==> src/rtl/burst_col_gen.sv <==
module burst_col_gen #(
  parameter int COL_W = 8,
  parameter int KEY_W = 4
) (
  input  logic             clk,
  input  logic             rst_n,
  input  logic             mode_load,
  input  logic [KEY_W-1:0] mode_key,
  input  logic             start,
  input  logic [COL_W-1:0] start_col,
  input  logic             stop,
  output logic [COL_W-1:0] col_out,
  output logic             col_valid,
  output logic             last_beat,
  output logic             mode_err
);

  localparam logic [COL_W-1:0] FULL_MASK = {COL_W{1'b1}};

  logic [2:0]       len_code;
  logic             il_sel;
  logic             cfg_err;
  logic             cfg_full;
  logic [COL_W-1:0] cfg_mask;

  logic             active;
  logic             b_il;
  logic             b_full;
  logic [COL_W-1:0] b_mask;
  logic [COL_W-1:0] base;
  logic [COL_W-1:0] beat;
  logic [COL_W-1:0] low;

  always_ff @(posedge clk or negedge rst_n) begin
    if (!rst_n) begin
      len_code <= 3'b000;
      il_sel   <= 1'b0;
    end else if (mode_load) begin
      len_code <= mode_key[2:0];
      il_sel   <= mode_key[3];
    end
  end

  always_comb begin
    cfg_err  = 1'b0;
    cfg_full = 1'b0;
    cfg_mask = '0;
    case (len_code)
      3'b000: cfg_mask = COL_W'(0);
      3'b001: cfg_mask = COL_W'(1);
      3'b010: cfg_mask = COL_W'(3);
      3'b011: cfg_mask = COL_W'(7);
      3'b111: begin
        if (il_sel) begin
          cfg_err = 1'b1;
        end else begin
          cfg_full = 1'b1;
          cfg_mask = FULL_MASK;
        end
      end
      default: cfg_err = 1'b1;
    endcase
  end

  assign mode_err = cfg_err;

  always_ff @(posedge clk or negedge rst_n) begin
    if (!rst_n) begin
      active <= 1'b0;
      b_il   <= 1'b0;
      b_full <= 1'b0;
      b_mask <= '0;
      base   <= '0;
      beat   <= '0;
    end else if (start) begin
      active <= 1'b1;
      b_il   <= il_sel;
      b_full <= cfg_full;
      b_mask <= cfg_mask;
      base   <= start_col;
      beat   <= '0;
    end else if (active) begin
      if (b_full && stop)
        active <= 1'b0;
      else if (last_beat)
        active <= 1'b0;
      else
        beat <= beat + 1'b1;
    end
  end

  assign low       = b_il ? (base ^ beat) : (base + beat);
  assign col_valid = active;
  assign last_beat = active && !b_full && (beat == b_mask);
  assign col_out   = active ? ((base & ~b_mask) | (low & b_mask)) : '0;

endmodule

==> config.mk <==
export PLATFORM = sky130hd
export DESIGN_NAME = burst_col_gen
export DESIGN_NICKNAME = d
export VERILOG_FILES = /design/src/rtl/burst_col_gen.sv
export SDC_FILE = /design/constraint.sdc
export NUM_CORES = 1
export LEC_CHECK = 0
export ABC_AREA = 1
export BUFFER_PORTS_ARGS = -buffer_cell sky130_fd_sc_hd__buf_2
export CAP_MARGIN = 20
export CORE_AREA = 10 10 93 95
export DETAILED_ROUTE_END_ITERATION = 10
export DIE_AREA = 0 0 103 105
export PLACE_DENSITY_LB_ADDON = 0.12
export SLEW_MARGIN = 25
export SYNTH_ARGS = -nofsm -noshare
export SYNTH_HDL_FRONTEND = slang
export SYNTH_SLANG_ARGS = --single-unit
==> constraint.sdc <==
create_clock -name clk -period 4.3 [get_ports clk]
set_input_delay 0.86 -clock clk [delete_from_list [all_inputs] [get_ports clk]]
set_output_delay 0.86 -clock clk [all_outputs]
set_load 0.01 [all_outputs]
# Yosys cells after proc, flatten, opt, wreduce, memory -nomap -nowiden
# Cells that the tools add are included.
# totals
reg_bits	31
latchBits	0
ramBits	0
mem_bits_ro	0
inputBits	17
output_inout_bits	11
wordCells	46
memories	0
# op_classes
n_addsub	2
mul	0
n_div	0
n_lt_le_gt_ge	0
n_eq_ne	7
shift	0
mux	16
n_bitwise	5
reduce_logical	8
# ops
operator	n
2-to-1 mux 8 bit	7
one-hot mux 8 bit (4 select lines)	1
bitwise AND 8 bit	2
adder 8 x 1 -> 8 bit, second input constant	1
adder 8 bit	1
== test 8 bit	1
NOT 8 bit	1
OR 8 bit	1
bitwise XOR 8 bit	1
2-to-1 mux 1 bit	7
== test 3 x 2 -> 1 bit, second input constant	2
inequality test 2 bit, second input constant	2
OR reduction 4 bit	1
== test 3 x 1 -> 1 bit, second input constant	1
== test 3 bit, second input constant	1
logical AND 1 bit	3
logical NOT 3 bit	1
AND reduction 3 bit	1
one-hot mux 1 bit (2 select lines)	1
nonzero test 2 bit	1
logical NOT 1 bit	1

# Logic depth before layout (Yosys ltp)
# logic_depth
ltp_word	7
depth_mapped	11
depth_no_buf	11

# Least setup slack after synthesis
# Ideal clock, no wire load.
# synth_timing
path_type	register to output
startpoint	reg beat[0]
endpoint	out col_out[1]
arrival_time_ps	1554
required_ps	3440
path_slack_ps	1886
stages_incl_launch_ff	5
path_buffers	0
cell_sequence	dfrtp_1 > ha_1 > fa_1 > nand2_1 > a221oi_1
# synth_between
elab_chain_cells	5
# synth_lines
item	line	source
start, declared	31	logic [COL_W-1:0] beat;
start signal, assigned	88	beat <= beat + 1'b1;
adder 8 bit	92	assign low = b_il ? (base ^ beat) : (base + beat);
2-to-1 mux 8 bit	92	
bitwise AND 8 bit	95	assign col_out = active ? ((base & ~b_mask) | (low & b_mask)) : '0;
OR 8 bit	95	
2-to-1 mux 8 bit	95	
end, declared	12	output logic [COL_W-1:0] col_out,
# No other way between the ends.

# Worst setup path in the final report
# layout_timing
startpoint	reg beat[0]
endpoint	out col_out[6]
# Same word-level chain as after synthesis.

==> flow_summary.json <==
{
  "path_clk_slew_ns": 0.10,
  "fin_tns_setup_ns": 0,
  "path_depth": 10,
  "cts_tree": "yes",
  "vias_per_cell": 4.628,
  "cts_resized": 0,
  "crit_start": "beat[0]",
  "start_util_pct": 24.28,
  "num_rows": 30,
  "multi_input_area_um2": 874.6,
  "start_kind": "register",
  "rsz0062_at_grt": "no",
  "cts_buffers": 3,
  "hold_class": "reg2reg",
  "reg2reg_to": "beat[2]",
  "die_x_um": 103,
  "grt_pass1_wl_um": 7948,
  "status": "finished, final reports clean",
  "syn_nets": 243,
  "path_cells": "ha_1, fa_1, nand3_1, nand2_1, nand4_1, nand3_1, nand2_1, nor2_1, nor2_1, buf_2",
  "final_hold_viol_count": 0,
  "fmax_mhz": 339.8,
  "grt_max_degree": 27,
  "maxSlewViolCount": 0,
  "period_share_pct": 68.44,
  "first_global_vias": 1570,
  "arrival_ns": 2.08,
  "ff2ff_setup_slack_ns": 2.73,
  "worstSetupPathType": "reg2out",
  "dieArea_um2": 10820,
  "min_path_cells": 2,
  "netlist_instances": 217,
  "wl_met1_um": 2224,
  "area_growth_pct": 16.48,
  "end_kind": "output port",
  "p_total_mw": 0.7941,
  "dp_hpwl_um": 3456,
  "powerDensity_nw_per_um2": 415.6,
  "portBuffers": 27,
  "clkSinkCount": 26,
  "crit_fanout": 5,
  "postLayoutCellArea_um2": 1911,
  "dr_wl_met2_um": 2154,
  "slowest_delay_ns": 0.47,
  "min_period_ns": 2.943,
  "top_layer_used": "met4",
  "wirelength_um": 4595,
  "fin_nets": 270,
  "fin_skew_ns": 0.005310,
  "core_um2": 6756,
  "met3_length_um": 197,
  "die_h_um": 105,
  "cp_slowest_cell": "dfrtp_1",
  "r2r_start": "b_mask[6]",
  "clk_path_buf_depth": 2,
  "crit_required_ns": 3.44,
  "syn-cell-area_um2": 1640,
  "setup_viol": 0,
  "htreeDepth": 1,
  "place_area_um2": 1856,
  "drtIter0Drc": 63,
  "slew_headroom_pct": 56.57,
  "globalplace.congestion": 0.7571,
  "post_cts_buffers": 0,
  "ys_types": 27,
  "maxCapViolations": 0,
  "final_util_pct": 28.28,
  "wl_per_cell_um": 14.23,
  "n_fill_cell": 768,
  "crit_end": "col_out[6]",
  "reg2reg_depth": 8,
  "antenna_cells": 0,
  "gr-total-overflow": 0,
  "synth_seq_cells": 26,
  "antenna_found_initial": 0,
  "ant_nets": 0,
  "p_leak_nw": 0.9798,
  "boundaryPins": 28,
  "crit_family": "adder cells",
  "drt-pass1-iter-count": 4,
  "root_buffer": "clkbuf_8",
  "ys_seq_area_share_pct": 39.66,
  "regArea_um2": 650.6,
  "drive_gt1_share_pct": 17.28,
  "yosys_warnings": 0,
  "cp_num_buf_inv": 1,
  "grt_util_all_layers_pct": 9.025,
  "avgSynthCellArea_um2": 7.559,
  "postCtsHoldBufs": 0,
  "vias": 1495,
  "max-vdd-ir-drop_v": 0.0001631,
  "max_slew.worst_pin.slew_ns": 0.6514,
  "insertion_delay_ns": 0.28,
  "post-route-drc-count": 0
}
-- state kept, by name, indices dropped and copies added, names as in the netlist --
register	count
len_code	3
beat	8
col_valid	1
il_sel	1
b_il	1
base	8
b_mask	4
-- per-layer routing --
layer / up-vias / global-route usage (%)
met5: - / 0
met4: 0 / 1.193
met3: 2 / 2.240
met2: 24 / 14.20
met1: 706 / 12.33
li1: 763 / -
-- worst min-delay path, delay by kind of cell (launching register included) --
| kind | cells | cell delay [ns] |
|---|---|---|
| flops | 1 | 0.39 |
| simple gates | 2 | 0.11 |
-- worst min path at each step --
| stage | from | to | slack [ns] |
|---|---|---|---|
| 3_3_place_gp | base[6] | base[6] | 0.51 |
| 2_1_floorplan | base[7] | base[7] | 0.46 |
| 5_1_grt | base[6] | base[6] | 0.56 |
| 4_1_cts | base[6] | base[6] | 0.53 |
| 6_report | base[6] | base[6] | 0.52 |
| 3_5_place_dp | base[6] | base[6] | 0.50 |
-- per-stage QoR --
stage / hold slack (ns) / cells / worst slack [ns]
floorplan: 0.4643 / 217 / 1.886
global placement: 0.5101 / 319 / 1.626
detailed placement: 0.5022 / 319 / 1.635
CTS: 0.5272 / 323 / 1.312
global route: 0.5644 / 323 / 1.185
finish: 0.5216 / 323 / 1.357
-- cells in the mapped netlist --
master / instances / area (µm²)
a21oi_1: 13 / 65.06
a21oi_2: 1 / 8.760
a221oi_1: 1 / 8.760
buf_2: 1 / 5.000
clkbuf_1: 4 / 15.01
clkinv_2: 1 / 5.000
dfrtp_1: 26 / 650.6
fa_1: 1 / 20.02
ha_1: 8 / 100.1
inv_1: 22 / 82.58
inv_2: 2 / 7.510
mux2_2: 2 / 22.52
nand2_1: 58 / 217.7
nand2_4: 2 / 22.52
nand3_1: 15 / 75.07
nand3_2: 1 / 10.01
nand4_1: 3 / 18.77
nor2_1: 19 / 71.32
nor3_1: 1 / 5.000
o21ai_0: 16 / 80.08
o21ai_1: 4 / 20.02
o221ai_1: 1 / 8.760
o22ai_1: 1 / 6.260
o31ai_1: 3 / 22.52
or2_2: 2 / 12.51
xnor2_1: 3 / 26.28
xor2_1: 6 / 52.55
-- cell type report --
class                   instances  share of cell area [%]
inverters                      25                   4.977
multi-input cells             161                   45.78
well taps                      80                   5.239
repair buffers                 27                   7.073
flip-flops and latches         26                   34.05
clock buffers                   4                   2.881
-- cell families after synthesis --
logic type	after synthesis	synth area share, %
AOI/OAI and AO/OA	40	13.43
xor gates and xnor gates	9	4.806
adders and majority gates	9	7.323
buffers and inverters	30	7.017
DFF	26	39.66
muxes	2	1.373
and+or+nand+nor	101	26.39
-- cells in the final DEF, fill, tap and decap left out, types with 2 or more instances in the layout --
cell type / netlist / layout
xor2_1: 6 / 6
nand4_1: 3 / 3
o21ai_1: 4 / 4
dfrtp_1: 26 / 26
o31ai_1: 3 / 3
nand3_1: 15 / 15
nor2_1: 19 / 19
o21ai_0: 16 / 16
buf_2: 1 / 27
inv_2: 2 / 2
xnor2_1: 3 / 3
a21oi_1: 13 / 13
clkbuf_8: 0 / 4
ha_1: 8 / 8
nand2_1: 58 / 58
inv_1: 22 / 22
mux2_2: 2 / 2
or2_2: 2 / 2
nand2_4: 2 / 2
-- power breakdown --
| group | internal [mW] | switching, mW |
|---|---|---|
| Combinational | 0.114 | 0.190 |
| Clock | 0.0820 | 0.0851 |
| Sequential | 0.274 | 0.0485 |
| Total | 0.471 | 0.323 |
No activity file was read; power rests on OpenSTA's default activity.
